===== config.mk =====
export PLATFORM = sky130hd
export DESIGN_NAME = pixel_unpacker
export DESIGN_NICKNAME = d
export VERILOG_FILES = /design/src/rtl/pxu_pkg.sv /design/src/rtl/pxu_seq.sv /design/src/rtl/pxu_select.sv /design/src/rtl/pxu_out.sv /design/src/rtl/pixel_unpacker.sv
export SDC_FILE = /design/constraint.sdc
export NUM_CORES = 1
export LEC_CHECK = 0
export ABC_AREA = 1
export CAP_MARGIN = 5
export CELL_PAD_IN_SITES_DETAIL_PLACEMENT = 0
export CELL_PAD_IN_SITES_GLOBAL_PLACEMENT = 1
export CORE_ASPECT_RATIO = 0.8
export CORE_MARGIN = 1
export CORE_UTILIZATION = 49
export DETAILED_ROUTE_END_ITERATION = 8
export DONT_BUFFER_PORTS = 1
export PLACE_DENSITY_LB_ADDON = 0.1
export RECOVER_POWER = 50
export SYNTH_ARGS = -nofsm -noshare
export SYNTH_HDL_FRONTEND = slang
export SYNTH_SLANG_ARGS = --single-unit
export TNS_END_PERCENT = 10

===== constraint.sdc =====
create_clock -name clk -period 4.89 [get_ports clk]
set_input_delay 0.489 -clock clk [delete_from_list [all_inputs] [get_ports clk]]
set_output_delay 0.489 -clock clk [all_outputs]
set_load 0.03 [all_outputs]

===== src/rtl/pxu_pkg.sv =====
package pxu_pkg;

    localparam int HALF_W  = 32;
    localparam int WORD_W  = 2 * HALF_W;
    localparam int PIX_W   = 24;
    localparam int MIN_BPP = 4;
    localparam int MAX_PPW = WORD_W / MIN_BPP;
    localparam int CNT_W   = $clog2(MAX_PPW);
    localparam int FMT_N   = 4;

    localparam logic [2:0] CODE_4BPP  = 3'd1;
    localparam logic [2:0] CODE_8BPP  = 3'd2;
    localparam logic [2:0] CODE_16BPP = 3'd3;
    localparam logic [2:0] CODE_24BPP = 3'd4;

    typedef enum logic [1:0] {
        FMT_4  = 2'd0,
        FMT_8  = 2'd1,
        FMT_16 = 2'd2,
        FMT_24 = 2'd3
    } fmt_e;

    typedef struct packed {
        logic             ok;
        fmt_e             fmt;
        logic [CNT_W-1:0] last;
    } mode_t;

    // Distance between neighbouring pixels inside a word, per format index
    function automatic int fmt_stride(input int g);
        case (g)
            0:       return 4;
            1:       return 8;
            2:       return 16;
            default: return 32;
        endcase
    endfunction

    // Meaningful bits of one pixel, per format index
    function automatic int fmt_bits(input int g);
        case (g)
            0:       return 4;
            1:       return 8;
            2:       return 16;
            default: return PIX_W;
        endcase
    endfunction

    function automatic logic code_ok(input logic [2:0] code);
        return (code == CODE_4BPP) || (code == CODE_8BPP) ||
               (code == CODE_16BPP) || (code == CODE_24BPP);
    endfunction

    function automatic mode_t decode_mode(input logic [2:0] code);
        mode_t m;
        m.ok   = 1'b1;
        m.fmt  = FMT_8;
        m.last = '0;
        case (code)
            CODE_4BPP:  m.fmt = FMT_4;
            CODE_8BPP:  m.fmt = FMT_8;
            CODE_16BPP: m.fmt = FMT_16;
            CODE_24BPP: m.fmt = FMT_24;
            default:    m.ok  = 1'b0;
        endcase
        if (m.ok) begin
            m.last = CNT_W'(WORD_W / fmt_stride(int'(m.fmt)) - 1);
        end
        return m;
    endfunction

endpackage


===== src/rtl/pxu_seq.sv =====
module pxu_seq
    import pxu_pkg::*;
(
    input  logic              clk,
    input  logic              rst,
    input  logic              frame_start,
    input  logic              pix_en,
    input  logic              fifo_empty,
    input  logic [WORD_W-1:0] fifo_word,
    input  mode_t             mode,
    output logic              fifo_rd,
    output logic [WORD_W-1:0] word_q,
    output logic [CNT_W-1:0]  cnt_q,
    output logic              emit,
    output logic              starve
);

    logic have_q;
    logic at_last;
    logic live;

    assign live    = !rst && !frame_start;
    assign at_last = (cnt_q >= mode.last);
    assign emit    = live && pix_en && have_q;
    assign starve  = live && pix_en && !have_q;
    // Fetch when idle, or while the final pixel of the held word is selected
    assign fifo_rd = live && !fifo_empty && (!have_q || (emit && at_last));

    always_ff @(posedge clk) begin
        if (rst || frame_start) begin
            have_q <= 1'b0;
            cnt_q  <= '0;
            word_q <= '0;
        end else if (fifo_rd) begin
            have_q <= 1'b1;
            cnt_q  <= '0;
            word_q <= fifo_word;
        end else if (emit) begin
            if (at_last) begin
                have_q <= 1'b0;
                cnt_q  <= '0;
            end else begin
                cnt_q  <= cnt_q + 1'b1;
            end
        end
    end

endmodule


===== src/rtl/pxu_select.sv =====
module pxu_select
    import pxu_pkg::*;
(
    input  logic [WORD_W-1:0] word,
    input  logic [CNT_W-1:0]  cnt,
    input  mode_t             mode,
    input  logic              dual,
    output logic [PIX_W-1:0]  pix
);

    logic [WORD_W-1:0] src;
    logic [CNT_W-1:0]  slot;
    logic [PIX_W-1:0]  cand [FMT_N];

    // Split-screen: even positions read the upper half, odd the lower half
    always_comb begin
        if (dual) begin
            src  = {{HALF_W{1'b0}}, (cnt[0] ? word[HALF_W-1:0] : word[WORD_W-1:HALF_W])};
            slot = cnt >> 1;
        end else begin
            src  = word;
            slot = cnt;
        end
    end

    for (genvar g = 0; g < FMT_N; g++) begin : g_fmt
        localparam int STRIDE = fmt_stride(g);
        localparam int BITS   = fmt_bits(g);
        localparam logic [PIX_W-1:0] MASK =
            PIX_W'((WORD_W'(1) << BITS) - WORD_W'(1));
        assign cand[g] = PIX_W'(src >> (int'(slot) * STRIDE)) & MASK;
    end

    assign pix = mode.ok ? cand[mode.fmt] : '0;

endmodule


===== src/rtl/pxu_out.sv =====
module pxu_out
    import pxu_pkg::*;
(
    input  logic             clk,
    input  logic             rst,
    input  logic             emit,
    input  logic             starve,
    input  logic [PIX_W-1:0] pix_sel,
    output logic [PIX_W-1:0] pix_out,
    output logic             pix_vld,
    output logic             underflow
);

    always_ff @(posedge clk) begin
        if (rst) begin
            pix_out   <= '0;
            pix_vld   <= 1'b0;
            underflow <= 1'b0;
        end else begin
            pix_out   <= emit ? pix_sel : '0;
            pix_vld   <= emit;
            underflow <= starve;
        end
    end

endmodule


===== src/rtl/pixel_unpacker.sv =====
module pixel_unpacker
    import pxu_pkg::*;
(
    input  logic              clk,
    input  logic              rst,
    input  logic [2:0]        cfg_mode,
    input  logic              cfg_dual,
    input  logic              frame_start,
    input  logic              pix_en,
    input  logic              fifo_empty,
    input  logic [WORD_W-1:0] fifo_word,
    output logic              fifo_rd,
    output logic [PIX_W-1:0]  pix_out,
    output logic              pix_vld,
    output logic              underflow
);

    mode_t             mode;
    logic [WORD_W-1:0] word_q;
    logic [CNT_W-1:0]  cnt_q;
    logic              emit;
    logic              starve;
    logic [PIX_W-1:0]  pix_sel;

    assign mode = decode_mode(cfg_mode);

    pxu_seq u_seq (
        .clk         (clk),
        .rst         (rst),
        .frame_start (frame_start),
        .pix_en      (pix_en),
        .fifo_empty  (fifo_empty),
        .fifo_word   (fifo_word),
        .mode        (mode),
        .fifo_rd     (fifo_rd),
        .word_q      (word_q),
        .cnt_q       (cnt_q),
        .emit        (emit),
        .starve      (starve)
    );

    pxu_select u_sel (
        .word (word_q),
        .cnt  (cnt_q),
        .mode (mode),
        .dual (cfg_dual),
        .pix  (pix_sel)
    );

    pxu_out u_out (
        .clk       (clk),
        .rst       (rst),
        .emit      (emit),
        .starve    (starve),
        .pix_sel   (pix_sel),
        .pix_out   (pix_out),
        .pix_vld   (pix_vld),
        .underflow (underflow)
    );

endmodule


==> results_dict.tcl, run 1 <==
set metrics [dict create \
    clock.fmax_mhz 258 \
    avgSynthCellArea_um2 6.63 \
    cts_root_buf "clkbuf_16" \
    place.gp.congestion 0.945 \
    vias 5851 \
    period_needed_ps 3870 \
    power_frac_seq 0.446 \
    worstSetupPathType "flop to flop" \
    fin_skew_ps 4.60 \
    dieArea_um2 12300 \
    clkLatencyLatePin_ps 350 \
    start_kind "flop" \
    synthFlopType "dfxtp_1" \
    synth-edff-count 0 \
    critPathBufInv 1 \
    numClockSinks 95 \
    hold_path_end "u_seq.have_q" \
    cp_max_fo 41 \
    drive_above_1_share 0.115 \
    critical_path.cell_chain "inv_1 > o21ai_1 > o311ai_0 > o21ai_0 > a21oi_1 > nand2_1 > nand2_1" \
    first_pass_iters 6 \
    combPwrFrac 0.124 \
    ys_warn_count 0 \
    antenna_found_initial 0 \
    setup_tns_ps 0 \
    grt_pass1_wl_mm 29.8 \
    report.final.slew_viol_count 42 \
    die_h_um 99.5 \
    cp.required_ps 5120 \
    path_delay_family "compound AO/OA/AOI/OAI gates" \
    numPortBuffers 0 \
    hold_buffers 0 \
    min-delay-start "fifo_empty" \
    synthTopCellsByArea "dfxtp_1 (33%), nand3_1 (17%), nand2_1 (15%)" \
    syn_nets 962 \
    period_share 0.791 \
    power.switching_mw 0.482 \
    maxCapViolations 1 \
    crit_path_max_incr_delay_ps 2180 \
    drt_wl_total_mm 19.3 \
    power_frac_clock 0.430 \
    relSlewSlack -0.971 \
    via_per_inst 5.85 \
    yosysTopAreaCellShare 0.326 \
    cp.arrival_ps 4100 \
    synth_area_um2 5830 \
    dp_slack_ps 1230 \
    layout_setup_ws_ps 1020 \
    setup_viol 0 \
    cts_buffers 9 \
    p_leak_nw 2.54 \
    n_antenna_cell 0 \
    area_growth_pct 4.85 \
    hold_path_class "input pin to flop" \
    ys_seq_elements 95 \
    grt_use_total 0.324 \
    vdd_drop_max_v 0.000173 \
    htreeDepth 3 \
    synth_cell_types 35 \
    rsz0062_at_grt "no" \
    die_x_um 124 \
    dpl.hpwl_mm 14.1 \
    whs_path_depth 1 \
    rows 35 \
    drc_errors 0 \
    regToRegSetupSlack_ps 1020 \
    wl_per_cell_um 19.3 \
    cts_tree "yes" \
    rr_worst_depth 7 \
    cp_slowest_cell "o21ai_1" \
    path_depth 7 \
    post_cts.repair.setup_buffers 0 \
    violations "capacitance limit, slew limit" \
    ant_nets 0 \
    p_int_mw 1.33 \
    r2r-end "u_out.pix_out[5]" \
    p_sw_frac 0.267 \
    clk_pin_slew_worst_paths_ps 60 \
    overflow 0 \
    grt_max_degree 73 \
    core-area_um2 11600 \
    yosysTopAreaCell "dfxtp_1" \
    ios 100 \
    initial_core_util 0.504 \
    final_nets 930 \
    endpoint_kind "flop" \
    power-per-cell-area_nw_per_um2 296 \
    clk_path_buf_depth 2 \
    worstReg2RegStart "u_seq.cnt_q[1]" \
    async_flop_share 0 \
    grt_pass1_vias 5572 \
    worst_slew_pin_slew_ps 2940 \
    holdWs_ps 236 \
    syn_inst 879 \
    ys_seq_area_frac 0.326 \
    drtIter0Drc 543 \
    cts_resized 0 \
    cpMostUsedCell "nand2_1" \
    hold_violations 0 \
    outcome "complete, but fails checks" \
]
## final cells by class
| class | instances | area (um2) |
|---|---|---|
| Clock buffer | 10 | 239 |
| Clock inverter | 6 | 91.3 |
| Fill cell | 1195 | 5450 |
| Inverter | 93 | 350 |
| Multi-Input combinational cell | 638 | 3250 |
| Sequential cell | 95 | 1900 |
| Tap cell | 148 | 185 |
| Timing Repair Buffer | 10 | 87.6 |
## how the worst max path moves through the flow
stage	start	endpoint
finish	u_seq.cnt_q[1]	u_out.pix_out[5]
global route	u_seq.cnt_q[1]	u_out.pix_out[5]
CTS	cfg_mode[1]	fifo_rd
detailed placement	cfg_mode[1]	u_seq.word_q[12]
global placement	cfg_mode[1]	u_seq.word_q[12]
floorplan	cfg_mode[0]	fifo_rd
## synth_stat cells, drive strengths merged (2+ instances only)
master / number
xor2: 2
o21ai: 81
nand3b: 5
dfxtp: 95
nand3: 199
clkbuf: 13
buf: 40
o211ai: 4
nor2: 26
nand4: 2
nand2: 245
a21oi: 43
inv: 92
a31o: 2
o31ai: 6
ha: 10
nor3: 7
a22oi: 2
## metal layers
layer	GRT usage	wire, um	vias to the layer above
li1	-	-	2834
met1	0.435	8470	2713
met2	0.504	8620	265
met3	0.0826	1680	39
met4	0.110	566	0
met5	0	0	-
## stage by stage
stage               area [um2]  instances  power, mW   util
finish                    6110       1000       1.81  0.528
global route              6110       1000       1.88  0.528
CTS                       6140       1000       1.82  0.531
detailed placement        5810        984       1.05  0.503
global placement          5810        984       1.04  0.503
floorplan                 5830        879       1.00      -
## flip-flops by register name, indices dropped and copies added (netlist names)
name,flops
u_seq.cnt_q,4
u_seq.word_q,64
u_out.pix_vld,1
u_out.underflow,1
u_seq.have_q,1
u_out.pix_out,24
## cells by family after synthesis
| kind of cell | share of synthesized area |
|---|---|
| DFF | 0.326 |
| buffers and inverters | 0.114 |
| xor gates and xnor gates | 0.00301 |
| adders and majority gates | 0.0215 |
| and+or+nand+nor | 0.373 |
| AOI/OAI and AO/OA | 0.162 |
## layout by cell type, fill, tap and decap left out, drive strengths merged, types with 2 or more instances in the layout
| cell type | instances |
|---|---|
| clkbuf | 10 |
| o21ai | 81 |
| xor2 | 2 |
| nor3 | 7 |
| nand3 | 199 |
| clkinv | 4 |
| a21oi | 43 |
| buf | 10 |
| o31ai | 6 |
| ha | 10 |
| inv | 93 |
| a31o | 2 |
| nor2 | 26 |
| nand3b | 5 |
| a22oi | 2 |
| bufinv | 2 |
| nand4 | 2 |
| nand2 | 245 |
| dfxtp | 95 |
| o211ai | 4 |
## power by group through the flow
stage | clock network (mW) | logic [mW] | registers (mW)
3_5_place_dp | 0 | 0.223 | 0.824
5_1_grt | 0.819 | 0.251 | 0.809
2_1_floorplan | 0 | 0.181 | 0.820
3_3_place_gp | 0 | 0.219 | 0.823
4_1_cts | 0.789 | 0.224 | 0.806
6_report | 0.777 | 0.224 | 0.806
No activity file was read; power rests on OpenSTA's default activity.
==> run 2: changes to the inputs <==
--- a/config.mk
+++ b/config.mk
@@ -11,7 +11,7 @@
 export CELL_PAD_IN_SITES_GLOBAL_PLACEMENT = 1
 export CORE_ASPECT_RATIO = 0.8
 export CORE_MARGIN = 1
-export CORE_UTILIZATION = 49
+export CORE_UTILIZATION = 45
 export DETAILED_ROUTE_END_ITERATION = 8
 export DONT_BUFFER_PORTS = 1
 export PLACE_DENSITY_LB_ADDON = 0.1
==> constraint.sdc (replaced) <==
create_clock -name clk -period 3.87 [get_ports clk]
set_input_delay 0.387 -clock clk [delete_from_list [all_inputs] [get_ports clk]]
set_output_delay 0.387 -clock clk [all_outputs]
set_load 0.03 [all_outputs]
==> run 2 against run 1 <==
The run now ends clean. Sequential cell count unchanged. Non-clock buffer count increased by 6. Hold slack got worse by 120 ps. Design area increased by 0.84%. Wire length increased by 6.6%. Fmax increased by 17%. Critical endpoint is now u_out.pix_out[2]. Largest cell class unchanged. Largest power group unchanged.
==> results_dict.tcl, run 2 (same netlist as run 1, synthesis figures left out) <==
set metrics [dict create \
    worstReg2RegStart "u_seq.cnt_q[0]" \
    core-area_um2 12400 \
    clk_pin_slew_worst_paths_ps 70 \
    place.gp.congestion 0.939 \
    layout_commonest_cell "nand2_1" \
    rows 36 \
    drc_errors 0 \
    maxCapViolations 0 \
    dpl_cell_area_um2 5890 \
    endpoint_kind "flop" \
    report.final.slew_viol_count 0 \
    hold_path_end "u_seq.have_q" \
    outcome "complete, no violations" \
    clock.fmax_mhz 301 \
    htreeDepth 3 \
    dp_slack_ps 576 \
    critPathBufInv 3 \
    drtIter0Drc 637 \
    die_h_um 104 \
    relSlewSlack 0.0132 \
    fin_skew_ps 6.74 \
    p_leak_nw 2.55 \
    regMostFlops "u_seq.word_q" \
    r2r-end "u_out.pix_out[2]" \
    grt_max_degree 72 \
    layoutNonFillerInstCount 1029 \
    numPortBuffers 0 \
    final_nets 936 \
    dpl.hpwl_mm 15.2 \
    rr_worst_depth 11 \
    regToRegSetupSlack_ps 550 \
    cp_max_fo 32 \
    cts_buffers 9 \
    dp.cells 1013 \
    grt_pass1_vias 5819 \
    cp.arrival_ps 3580 \
    whs_path_depth 1 \
    cts_resized 0 \
    reg_top3 "u_seq.word_q x64, u_out.pix_out x24, u_seq.cnt_q x4" \
    final_cell_mix "nand2_1 (232), nand3_1 (199), dfxtp_1 (95)" \
    rsz0062_at_grt "no" \
    numClockSinks 95 \
    clk_path_buf_depth 2 \
    worstSetupPathType "flop to flop" \
    hold_violations 0 \
    path_delay_family "buffers and inverters" \
    setup_viol 0 \
    worst_slew_pin_slew_ps 1480 \
    ios 100 \
    initial_core_util 0.470 \
    crit_path_max_incr_delay_ps 1100 \
    via_per_inst 5.84 \
    cts_tree "yes" \
    overflow 0 \
    power-per-cell-area_nw_per_um2 359 \
    hold_buffers 0 \
    period_needed_ps 3320 \
    fin_area_um2 6160 \
    first_pass_iters 6 \
    wl_per_cell_um 20.0 \
    holdWs_ps 120 \
    start_kind "flop" \
    layout_setup_ws_ps 553 \
    drt_wl_total_mm 20.6 \
    area_growth_pct 5.73 \
    grt_pass1_wl_mm 32.1 \
    critical_path.cell_chain "inv_1 > clkbuf_1 > nand2_1 > buf_4 > nand2_1 > nand3_1 > nand2_1 > a21oi_1 > nor2_1 > a21oi_1 > a21oi_1" \
    grt_use_total 0.321 \
    ant_nets 0 \
    fillers 1338 \
    cp.required_ps 4130 \
    vias 6005 \
    drive_above_1_share 0.117 \
    clkLatencyLatePin_ps 350 \
    min-delay-start "fifo_empty" \
    cp_slowest_cell "clkbuf_1" \
    setup_tns_ps 0 \
    total_power_mw 2.21 \
    dieArea_um2 13400 \
    cts_root_buf "clkbuf_16" \
    die_x_um 129 \
    hold_path_class "input pin to flop" \
    post-route-util 0.497 \
    vdd_drop_max_v 0.000279 \
    n_antenna_cell 0 \
    post_cts.repair.setup_buffers 0 \
    period_share 0.857 \
    largest_reg_flops 64 \
    antenna_found_initial 0 \
]
[run 2: changes by cell type in the layout (fill, tap and decap cells not counted), sizes merged]
cell / before / now
buf: 10 / 15
bufinv: 2 / 1
clkbuf: 10 / 11
clkinv: 4 / 2
clkinvlp: 0 / 2
inv: 93 / 94
[run 2: report_power, final]
group	switching, mW	internal, mW	total (mW)
combinational	0.206	0.0863	0.292
sequential	0.0160	1.00	1.02
clock	0.395	0.504	0.900
[run 2: worst max path at each step]
stage                         startpoint               end  slack [ps]  cells past startpoint
after floorplan              cfg_mode[0]           fifo_rd         780                     16
after global placement       cfg_mode[1]  u_seq.word_q[32]         770                     21
after detailed placement     cfg_mode[1]  u_seq.word_q[62]         580                     21
after CTS                    cfg_mode[1]           fifo_rd         810                     18
after global routing         cfg_mode[1]           fifo_rd         370                     18
final                     u_seq.cnt_q[0]  u_out.pix_out[2]         550                     11
[run 2: routing by layer]
metal,part of all wire,vias up,routed length [um],track usage
met5,0,-,0,0
met4,0.046,0,958,0.166
met3,0.085,54,1750,0.0764
met2,0.43,285,8770,0.480
met1,0.44,2812,9120,0.426
li1,-,2854,-,-
[run 2: cell type report]
type	count	area, um2	area share
multi-input combinational	638	3260	0.529
timing repair buffer	16	141	0.0230
inverter	93	350	0.0569
sequential	95	1900	0.309
tap	171	214	0.0347
clock buffer	10	229	0.0372
clock inverter	6	67.6	0.0110
